$ cat config.mk
export PLATFORM = sky130hd
export DESIGN_NAME = i2c_regport_target
export DESIGN_NICKNAME = d
export VERILOG_FILES = /design/src/rtl/i2cr_pkg.sv /design/src/rtl/i2cr_sampler.sv /design/src/rtl/i2cr_ptr.sv /design/src/rtl/i2c_regport_target.sv
export SDC_FILE = /design/constraint.sdc
export NUM_CORES = 1
export LEC_CHECK = 0
export BUFFER_PORTS_ARGS = -buffer_cell sky130_fd_sc_hd__buf_2
export CAP_MARGIN = 15
export CORE_MARGIN = 1.5
export CORE_UTILIZATION = 35
export CTS_CLUSTER_DIAMETER = 50
export DETAILED_ROUTE_END_ITERATION = 8
export SETUP_SLACK_MARGIN = 0.05
export SLEW_MARGIN = 30
export SYNTH_ARGS = -nofsm -noshare
export SYNTH_HDL_FRONTEND = slang
export SYNTH_SLANG_ARGS = --single-unit
$ cat constraint.sdc
create_clock -name clk -period 5.4 [get_ports clk]
set_input_delay 1.08 -clock clk [delete_from_list [all_inputs] [get_ports clk]]
set_output_delay 1.08 -clock clk [all_outputs]
set_load 0.005 [all_outputs]
$ cat src/rtl/i2cr_pkg.sv
package i2cr_pkg;
    localparam int REG_W = 16;

    typedef enum logic [2:0] {
        ST_IDLE,
        ST_RX,
        ST_ACK,
        ST_TX,
        ST_MACK
    } st_e;

    typedef enum logic [1:0] {
        RK_DEV,
        RK_AHI,
        RK_ALO,
        RK_DAT
    } rk_e;
endpackage

$ cat src/rtl/i2cr_sampler.sv
module i2cr_sampler (
    input  logic clk,
    input  logic rst_n,
    input  logic scl_i,
    input  logic sda_i,
    output logic scl_lvl,
    output logic sda_lvl,
    output logic scl_rise,
    output logic scl_fall,
    output logic start_ev,
    output logic stop_ev
);
    typedef struct packed {
        logic [1:0] scl_sy;
        logic [1:0] sda_sy;
        logic       scl_p;
        logic       sda_p;
    } smp_t;

    smp_t smp_d, smp_q;

    always_comb begin
        smp_d        = smp_q;
        smp_d.scl_sy = {smp_q.scl_sy[0], scl_i};
        smp_d.sda_sy = {smp_q.sda_sy[0], sda_i};
        smp_d.scl_p  = smp_q.scl_sy[1];
        smp_d.sda_p  = smp_q.sda_sy[1];
    end

    always_ff @(posedge clk or negedge rst_n) begin
        if (!rst_n) smp_q <= '1;
        else        smp_q <= smp_d;
    end

    assign scl_lvl  = smp_q.scl_sy[1];
    assign sda_lvl  = smp_q.sda_sy[1];
    assign scl_rise = scl_lvl & ~smp_q.scl_p;
    assign scl_fall = ~scl_lvl & smp_q.scl_p;
    assign start_ev = scl_lvl & smp_q.scl_p & smp_q.sda_p & ~sda_lvl;
    assign stop_ev  = scl_lvl & smp_q.scl_p & ~smp_q.sda_p & sda_lvl;
endmodule

$ cat src/rtl/i2cr_ptr.sv
module i2cr_ptr #(
    parameter int            AW       = 10,
    parameter logic [AW-1:0] MAX_ADDR = '1
) (
    input  logic          clk,
    input  logic          rst_n,
    input  logic          load,
    input  logic [AW-1:0] load_val,
    input  logic          rd_step,
    input  logic          wr_step,
    output logic [AW-1:0] ptr,
    output logic          wr_block
);
    typedef struct packed {
        logic [AW-1:0] ptr;
        logic          blk;
    } pst_t;

    pst_t p_d, p_q;

    always_comb begin
        p_d = p_q;
        if (load) begin
            p_d.ptr = (load_val > MAX_ADDR) ? MAX_ADDR : load_val;
            p_d.blk = 1'b0;
        end else if (rd_step) begin
            if (p_q.ptr != MAX_ADDR) p_d.ptr = p_q.ptr + AW'(1);
        end else if (wr_step) begin
            if (p_q.ptr != MAX_ADDR) p_d.ptr = p_q.ptr + AW'(1);
            else                     p_d.blk = 1'b1;
        end
    end

    always_ff @(posedge clk or negedge rst_n) begin
        if (!rst_n) p_q <= '0;
        else        p_q <= p_d;
    end

    assign ptr      = p_q.ptr;
    assign wr_block = p_q.blk;


    ptr_ceiling_chk: assert property (@(posedge clk) disable iff (!rst_n)
        p_q.ptr <= MAX_ADDR);


    ptr_single_step_chk: assert property (@(posedge clk) disable iff (!rst_n)
        !$past(load) |-> (p_q.ptr == $past(p_q.ptr)) || (p_q.ptr == $past(p_q.ptr) + AW'(1)));


    ptr_read_hold_chk: assert property (@(posedge clk) disable iff (!rst_n)
        (!load && rd_step && p_q.ptr == MAX_ADDR) |=> p_q.ptr == MAX_ADDR);
endmodule

$ cat src/rtl/i2c_regport_target.sv
module i2c_regport_target #(
    parameter logic [6:0]    DEV_ADDR = 7'h3A,
    parameter int            AW       = 10,
    parameter logic [AW-1:0] MAX_ADDR = '1
) (
    input  logic                      clk,
    input  logic                      rst_n,
    input  logic                      scl_i,
    input  logic                      sda_i,
    output logic                      sda_oe,
    output logic [AW-1:0]             reg_addr,
    output logic [i2cr_pkg::REG_W-1:0] reg_wdata,
    output logic                      reg_we,
    input  logic [i2cr_pkg::REG_W-1:0] reg_rdata
);
    import i2cr_pkg::*;

    localparam int HIW = AW - 8;

    typedef struct packed {
        st_e          st;
        rk_e          kind;
        logic [3:0]   bitcnt;
        logic [7:0]   shreg;
        logic [7:0]   hold;
        logic         half;
        logic         rw;
        logic         nack;
        logic [HIW-1:0] ahi;
        logic [7:0]   txsh;
        logic [7:0]   txlo;
        logic         sda_oe;
    } ctl_t;

    ctl_t q, d;

    logic scl_lvl, sda_lvl, scl_rise, scl_fall, start_ev, stop_ev;
    logic ld, rd_step, wr_step, we, wr_block;
    logic [AW-1:0] ptr;

    i2cr_sampler smp_i (
        .clk      (clk),
        .rst_n    (rst_n),
        .scl_i    (scl_i),
        .sda_i    (sda_i),
        .scl_lvl  (scl_lvl),
        .sda_lvl  (sda_lvl),
        .scl_rise (scl_rise),
        .scl_fall (scl_fall),
        .start_ev (start_ev),
        .stop_ev  (stop_ev)
    );

    i2cr_ptr #(.AW(AW), .MAX_ADDR(MAX_ADDR)) ptr_i (
        .clk      (clk),
        .rst_n    (rst_n),
        .load     (ld),
        .load_val ({q.ahi, q.shreg}),
        .rd_step  (rd_step),
        .wr_step  (wr_step),
        .ptr      (ptr),
        .wr_block (wr_block)
    );

    always_comb begin
        d       = q;
        ld      = 1'b0;
        rd_step = 1'b0;
        wr_step = 1'b0;
        we      = 1'b0;
        if (start_ev) begin
            d.st     = ST_RX;
            d.kind   = RK_DEV;
            d.bitcnt = '0;
            d.half   = 1'b0;
            d.nack   = 1'b0;
            d.sda_oe = 1'b0;
        end else if (stop_ev) begin
            d.st     = ST_IDLE;
            d.half   = 1'b0;
            d.sda_oe = 1'b0;
        end else begin
            case (q.st)
                ST_RX: begin
                    if (scl_rise && q.bitcnt < 4'd8) begin
                        d.shreg  = {q.shreg[6:0], sda_lvl};
                        d.bitcnt = q.bitcnt + 4'd1;
                    end else if (scl_fall && q.bitcnt == 4'd8) begin
                        d.bitcnt = '0;
                        d.st     = ST_ACK;
                        d.sda_oe = 1'b1;
                        case (q.kind)
                            RK_DEV: begin
                                if (q.shreg[7:1] == DEV_ADDR) begin
                                    d.rw = q.shreg[0];
                                end else begin
                                    d.st     = ST_IDLE;
                                    d.sda_oe = 1'b0;
                                end
                            end
                            RK_AHI: d.ahi = q.shreg[HIW-1:0];
                            RK_ALO: ld = 1'b1;
                            default: begin
                                if (!q.half) begin
                                    d.hold = q.shreg;
                                    d.half = 1'b1;
                                end else begin
                                    d.half = 1'b0;
                                    if (!wr_block) begin
                                        we      = 1'b1;
                                        wr_step = 1'b1;
                                    end
                                end
                            end
                        endcase
                    end
                end
                ST_ACK: begin
                    if (scl_fall) begin
                        d.sda_oe = 1'b0;
                        d.bitcnt = '0;
                        d.st     = ST_RX;
                        case (q.kind)
                            RK_DEV: begin
                                if (q.rw) begin
                                    d.txsh    = reg_rdata[15:8];
                                    d.txlo    = reg_rdata[7:0];
                                    d.sda_oe  = ~reg_rdata[15];
                                    d.half    = 1'b1;
                                    d.st      = ST_TX;
                                    rd_step   = 1'b1;
                                end else begin
                                    d.kind = RK_AHI;
                                end
                            end
                            RK_AHI: d.kind = RK_ALO;
                            RK_ALO: begin
                                d.kind = RK_DAT;
                                d.half = 1'b0;
                            end
                            default: d.kind = RK_DAT;
                        endcase
                    end
                end
                ST_TX: begin
                    if (scl_rise && q.bitcnt < 4'd8) begin
                        d.bitcnt = q.bitcnt + 4'd1;
                    end else if (scl_fall) begin
                        if (q.bitcnt == 4'd8) begin
                            d.sda_oe = 1'b0;
                            d.nack   = 1'b0;
                            d.st     = ST_MACK;
                        end else if (q.bitcnt != 4'd0) begin
                            d.txsh   = {q.txsh[6:0], 1'b0};
                            d.sda_oe = ~q.txsh[6];
                        end
                    end
                end
                ST_MACK: begin
                    if (scl_rise) begin
                        d.nack = sda_lvl;
                    end else if (scl_fall) begin
                        d.bitcnt = '0;
                        if (q.nack) begin
                            d.st     = ST_IDLE;
                            d.sda_oe = 1'b0;
                        end else if (q.half) begin
                            d.txsh   = q.txlo;
                            d.sda_oe = ~q.txlo[7];
                            d.half   = 1'b0;
                            d.st     = ST_TX;
                        end else begin
                            d.txsh   = reg_rdata[15:8];
                            d.txlo   = reg_rdata[7:0];
                            d.sda_oe = ~reg_rdata[15];
                            d.half   = 1'b1;
                            d.st     = ST_TX;
                            rd_step  = 1'b1;
                        end
                    end
                end
                default: ;
            endcase
        end
    end

    always_ff @(posedge clk or negedge rst_n) begin
        if (!rst_n) begin
            q      <= '0;
            q.st   <= ST_IDLE;
            q.kind <= RK_DEV;
        end else begin
            q <= d;
        end
    end

    assign sda_oe    = q.sda_oe;
    assign reg_addr  = ptr;
    assign reg_wdata = {q.hold, q.shreg};
    assign reg_we    = we;


    sda_edge_safe_chk: assert property (@(posedge clk) disable iff (!rst_n)
        (q.sda_oe != $past(q.sda_oe)) |-> !$past(scl_lvl));


    blocked_write_chk: assert property (@(posedge clk) disable iff (!rst_n)
        wr_block |-> !reg_we);


    pair_write_chk: assert property (@(posedge clk) disable iff (!rst_n)
        reg_we |-> (q.kind == RK_DAT && q.half && scl_fall));


    idle_release_chk: assert property (@(posedge clk) disable iff (!rst_n)
        (q.st == ST_IDLE) |-> !sda_oe);
endmodule

==> results of run 1 <==
-- state kept, by name (all words and copies together) (netlist names) --
register,count
q,29
reg_wdata,16
ptr_i.ptr,10
smp_i.smp_d,2
smp_i.smp_q,2
ptr_i.wr_block,1
sda_oe,1
smp_i.scl_lvl,1
smp_i.sda_lvl,1
-- critical path, delay by kind of cell (launching register included) --
| kind | cells | cell delay, ps |
|---|---|---|
| buf+inv | 2 | 290 |
| flops | 1 | 590 |
| simple gates | 2 | 850 |
-- layout by cell type, fill, tap and decap left out, drive strengths merged, types with 3 or more instances in the layout --
cell     n
and4b    4
a31oi    4
dfrtp   57
or3b     6
a211o    3
nand3    9
nor2b    5
o31ai    3
o21ai   20
o21bai   4
mux2    24
inv      8
and3    12
a222oi   6
clkbuf  13
a21oi   13
nor3b    4
nand2b   5
nor2    22
ha       3
nand4    5
and3b    3
buf     48
o41ai    3
mux2i    3
a311oi   3
nand2   27
nor3     7
a31o     9
dfstp    6
-- how the worst min path moves through the flow --
stage                                   from                       to  slack, ps  depth (start not counted)
floorplan           smp_i.smp_d[5]$_DFF_PN1_  smp_i.scl_lvl$_DFF_PN1_        350                          0
finish              smp_i.smp_d[5]$_DFF_PN1_  smp_i.scl_lvl$_DFF_PN1_        360                          0
detailed placement  smp_i.smp_d[5]$_DFF_PN1_  smp_i.scl_lvl$_DFF_PN1_        350                          0
global placement    smp_i.smp_d[5]$_DFF_PN1_  smp_i.scl_lvl$_DFF_PN1_        350                          0
CTS                 smp_i.smp_d[5]$_DFF_PN1_  smp_i.scl_lvl$_DFF_PN1_        360                          0
global route        smp_i.smp_d[5]$_DFF_PN1_  smp_i.scl_lvl$_DFF_PN1_        360                          0
-- through the flow --
step           setup WS (ps)  hold WS, ps
2_1_floorplan           3060          345
3_3_place_gp            2790          347
3_5_place_dp            2700          348
4_1_cts                 2310          358
5_1_grt                 2110          359
6_report                2250          357
-- kinds of logic after synthesis --
logic type      after synthesis  synth area share
simple gates                121             0.200
compound gates               86             0.177
flops                        63             0.456
buf+inv                      41            0.0641
mux                          27            0.0865
fa+ha+maj                     3            0.0108
xor+xnor                      2           0.00504
-- area by class of cell --
| type | count | area (sq um) |
|---|---|---|
| fill | 989 | 5790 |
| inverter | 8 | 30.0 |
| clock buffer | 13 | 159 |
| clock inverter | 3 | 42.5 |
| timing repair buffer | 48 | 243 |
| tap | 133 | 166 |
| multi-input combinational | 239 | 1670 |
| sequential | 63 | 1580 |
-- routing by layer --
layer | routed length [um] | part of all wire | global-route usage | up-vias
met5 | 0 | 0 | 0 | -
met4 | 134 | 0.017 | 0.0537 | 0
met3 | 342 | 0.043 | 0.0400 | 12
met2 | 3820 | 0.48 | 0.248 | 55
met1 | 3710 | 0.46 | 0.218 | 1391
li1 | - | - | - | 1326
-- report_power, final --
part | switching (mW) | total, mW | internal [mW]
Combinational | 0.0315 | 0.0557 | 0.0242
Sequential | 0.0179 | 0.501 | 0.483
Clock | 0.180 | 0.418 | 0.238
Total | 0.230 | 0.975 | 0.746
==> key figures, run 1 <==
Outcome
  • Outcome: finished, final reports clean

Min path
  • Hold WC Path Type: flip-flop to flip-flop

Place
  • Inst Count DP: 491
  • GPL Wtd Cong: 0.850
  • DP Area: 0.00369 sq mm
  • Post-DP HPWL: 5490 um
  • IO Port Bufs: 47

Setup path
  • CP Capture Point: reg_we
  • R2R Setup Slk: 2580 ps
  • Critical Path End Type: output pin
  • Crit Path Category: flip-flop to output pin
  • Startpoint types: flip-flop
  • Worst r2r dst: ptr_i.ptr[2]$_DFFE_PN0P_
  • CP Launch Point: smp_i.smp_q[1]$_DFF_PN1_
  • Worst r2r path cells: 5
  • CP cell instances: nor2b_1, nand4_1, inv_1, buf_2
  • Largest stage delay, worst path: 590 ps
  • Critical Path Slowest Stage Cell: dfstp_2
  • WP data arrival: 2070 ps
  • Worst reg2reg startpoint: smp_i.smp_q[1]$_DFF_PN1_
  • Critical Path Fanout Max: 9
  • Worst endpoint required time: 4320 ps

STA
  • Final period utilization: 0.583
  • Worst slew pin tran: 803 ps
  • Endpoints failing setup: 0
  • RSZ-0062 raised after global routing: false
  • Max-slew violations: 0
  • Final TNS setup: 0 ps
  • Clock skew: 9.33 ps
  • Relative slew slack: 0.465
  • Final hold vios: 0
  • F_max: 0.318 GHz
  • Clock period minus worst slack: 3150 ps

Synthesis
  • Mapped cell area: 0.00347 sq mm
  • Count leader, synth: dfrtp_1
  • Synth cell types: 63
  • Post-synth ARST share: 1.00
  • Post-Syn Nets: 366
  • Synth top area cells: dfrtp_1 41%, mux2_2 7.8%, dfstp_2 4.5%
  • Post-synth EDFFs: 0
  • Post-synthesis sequential area ratio: 0.456
  • Post-Syn Instances: 343
  • Syn Area/Cell: 10.1 sq um
  • Synthesis Warnings: 0
  • Top-area cell type share of the netlist area: 0.411
  • Yosys top cell by area: dfrtp_1
  • Commonest register cell after synthesis: dfrtp_1
  • Post-synth top cells: 57 x dfrtp_1, 27 x nand2_1, 24 x mux2_2, 22 x nor2_1, 19 x o21ai_0
  • Register bit total from synthesis: 63

Cells and area
  • N_diodes: 0
  • Final #Nets: 392
  • P&R area growth vs syn: 12.2%
  • Non-filler instance count after layout: 507
  • Finished Cell Area: 0.00390 sq mm
  • Fin util: 0.402
  • Layout cells sized above 1: 0.297

Power
  • Pleak: 1.86 nW
  • VDD IR max: 0.138 mV
  • Power Total: 0.975 mW
  • Pwr Density: 250 mW/mm^2

Floorplanning
  • Die ar.: 0.0105 sq mm
  • FP Rows: 36
  • Die Height: 103 um
  • Core Area: 0.00968 sq mm
  • Initial Utilization: 0.359
  • Die W: 103 um
  • Top Ports: 48

Detailed routing
  • Final ANT Viol Nets: 0
  • Wire per inst: 15.8 um
  • DRT Pass-1 Iters: 4
  • Final wirelength: 8000 um
  • Detailed-route DRC error count: 0
  • Post-DR vias/cell: 5.49
  • DR vias: 2784
  • Initial DRC count: 243

GRT
  • First-pass GRT wire length: 12900 um
  • Largest net degree at the start of global routing: 64
  • Total gr overflow: 0
  • GRT Total Usage: 0.159
  • Vias in the first global route: 2581
  • Initial antenna violation count: 0

Clock network
  • Post CTS Setup Buffer Count: 0
  • Worst-path clk slew: 70 ps
  • CTS tree: done
  • Longest Clk Path Bufs: 2
  • # resized after CTS: 0
  • Worst skew pair latency: 340 ps
  • H-tree Lvls: 3
  • CTS sink count: 63
  • Hold buffers post-CTS: 0
  • Clock root cell: clkbuf_8
  • CTS buffer count: 9

Job
  • Max-Cap Viols: 0
No activity file was read; power rests on OpenSTA's default activity.
==> inputs of run 2 (changes only) <==
clock period = 3 ns   (was 5.4 ns; I/O delays follow)
==> run 2 against run 1 <==
Against the previous run:
- non-clock buffer count grew 4
- global-route usage up 0.44 points
- largest cell class unchanged
- wire length increased by 1.6%
- count of clock-buffer cells in the layout shrank 2
==> key figures, run 2 (synthesis results as in run 1) <==
Place
  • GPL Wtd Cong: 0.881 (+3.6%)
  • Inst Count DP: 495 (+0.81%)
  • Post-DP HPWL: 5740 um (+4.5%)
  • IO Port Bufs: 47 (unchanged)
  • DP Area: 0.00373 sq mm (+1.2%)

STA
  • Clock skew: 15.4 ps (+6.11 ps)
  • Endpoints failing setup: 0 (unchanged)
  • Final hold vios: 0 (unchanged)
  • Hold Worst Slack: 241 ps (-116 ps)
  • Final TNS setup: 0 ps (unchanged)
  • Relative slew slack: 0.525 (+0.0603)
  • F_max: 0.373 GHz
  • RSZ-0062 raised after global routing: false
  • Max-slew violations: 0 (unchanged)
  • Worst slew pin tran: 707 ps (-95.9 ps)
  • Clock period minus worst slack: 2680 ps
  • Final period utilization: 0.893

Power
  • Pleak: 1.88 nW (+1.2%)
  • Internal: 1.30 mW (+75%)
  • Clock Power Share: 0.422 (-0.007)
  • Comb pwr share: 0.060 (+0.003)
  • VDD IR max: 0.230 mV (+67%)
  • Switch share: 0.251 (+0.0156)
  • Share of power burned in registers: 0.518 (+0.004)
  • Sw power: 0.436 mW (+90%)
  • Pwr Density: 443 mW/mm^2 (+77%)

Clock network
  • Hold buffers post-CTS: 0 (unchanged)
  • CTS buffer count: 9 (unchanged)
  • CTS sink count: 63 (unchanged)
  • # resized after CTS: 0 (unchanged)
  • CTS tree: done
  • Longest Clk Path Bufs: 2 (unchanged)
  • Post CTS Setup Buffer Count: 0 (unchanged)
  • Clock root cell: clkbuf_8
  • H-tree Lvls: 3 (unchanged)
  • Worst-path clk slew: 80 ps (about the same)
  • Worst skew pair latency: 350 ps (about the same)

GRT
  • GRT Total Usage: 0.164 (+0.00442)
  • First-pass GRT wire length: 13200 um (+2.1%)
  • Initial antenna violation count: 0 (unchanged)
  • Largest net degree at the start of global routing: 64 (unchanged)
  • Vias in the first global route: 2643 (+2.4%)
  • Total gr overflow: 0 (unchanged)

Setup path
  • Worst reg2reg startpoint: smp_i.smp_q[1]$_DFF_PN1_
  • Critical Path Fanout Max: 9 (unchanged)
  • Critical Path End Type: output pin
  • Crit Path Category: flip-flop to output pin
  • WP data arrival: 2080 ps (about the same)
  • CP Launch Point: smp_i.smp_q[1]$_DFF_PN1_
  • Worst endpoint required time: 2400 ps (-1920 ps)
  • Worst r2r path cells: 5 (unchanged)
  • Startpoint types: flip-flop
  • CP Capture Point: reg_we
  • Worst r2r dst: ptr_i.ptr[0]$_DFFE_PN0P_
  • R2R Setup Slk: 460 ps (-2120 ps)

Floorplanning
  • Die Height: 103 um (unchanged)
  • Die W: 103 um (unchanged)
  • FP Rows: 36 (unchanged)
  • Top Ports: 48 (unchanged)
  • Core Area: 0.00968 sq mm (unchanged)
  • Initial Utilization: 0.359 (unchanged)
  • Die ar.: 0.0105 sq mm (unchanged)

Detailed routing
  • Initial DRC count: 190 (-22%)
  • Post-DR vias/cell: 5.47 (-0.36%)
  • DRT Pass-1 Iters: 7 (+3)
  • Detailed-route DRC error count: 0 (unchanged)
  • Final wirelength: 8140 um (+1.6%)
  • DR vias: 2796 (+0.43%)
  • Wire per inst: 15.9 um (+0.85%)
  • Final ANT Viol Nets: 0 (unchanged)

Cells and area
  • Max reg flops: 29 (unchanged)
  • P&R area growth vs syn: 13.1%
  • Layout cells sized above 1: 0.304 (+0.00744)
  • N_diodes: 0 (unchanged)
  • Reg with most FFs: q
  • Most common cell after layout, fill and taps aside: dfrtp_1
  • Finished Cell Area: 0.00393 sq mm (+0.77%)
  • Final #Nets: 396 (+1.0%)
  • Fin util: 0.406 (+0.00310)
  • Most frequent cells in the layout: 57 x dfrtp_1, 47 x buf_2, 27 x nand2_1
  • Non-filler instance count after layout: 511 (+0.79%)

Outcome
  • Outcome: finished, final reports clean

Job
  • Max-Cap Viols: 0 (unchanged)

Min path
  • Hold WC Path Type: primary input to async pin
[run 2: how the worst min path moves through the flow]
stage,slack [ps],to,cells after the start
2_1_floorplan,300,ptr_i.ptr[0]$_DFFE_PN0P_,0
5_1_grt,260,reg_wdata[7]$_DFFE_PN0P_,2
3_5_place_dp,350,smp_i.sda_lvl$_DFF_PN1_,0
3_3_place_gp,350,smp_i.sda_lvl$_DFF_PN1_,0
6_report,240,reg_wdata[7]$_DFFE_PN0P_,2
4_1_cts,270,reg_wdata[7]$_DFFE_PN0P_,2
[run 2: layer usage]
layer  GRT usage  vias up  share of wire
met5           0        -              0
met4      0.0695        0          0.021
met3      0.0312       16          0.035
met2       0.251       64           0.47
met1       0.227     1384           0.47
li1            -     1332              -
[run 2: power by group through the flow]
| stage | clock [mW] | combinational, mW | sequential (mW) |
|---|---|---|---|
| after floorplan | 0 | 0.0647 | 0.904 |
| after global placement | 0 | 0.104 | 0.917 |
| after detailed placement | 0 | 0.105 | 0.919 |
| after CTS | 0.758 | 0.106 | 0.902 |
| after global routing | 0.794 | 0.121 | 0.906 |
| final | 0.734 | 0.104 | 0.901 |
[run 2: final cells by class]
cell class              instances  area, sq um
multi-input cells             239         1670
clock inverters                 5         57.6
well taps                     133          166
clock buffers                  11          131
inverters                       8         30.0
fillers                       946         5760
repair buffers                 52          285
flip-flops and latches         63         1580
[run 2: stage by stage]
stage / setup WS (ps) / power, mW
6_report: 320 / 1.74
5_1_grt: 169 / 1.82
3_3_place_gp: 550 / 1.02
2_1_floorplan: 975 / 0.969
4_1_cts: 336 / 1.77
3_5_place_dp: 547 / 1.02
[run 2: critical path, cell delays in order (launching register included)]
cell and delay, ps:
dfstp_2 590, nor2b_1 570, nand4_1 300, inv_1 150
buf_2 130
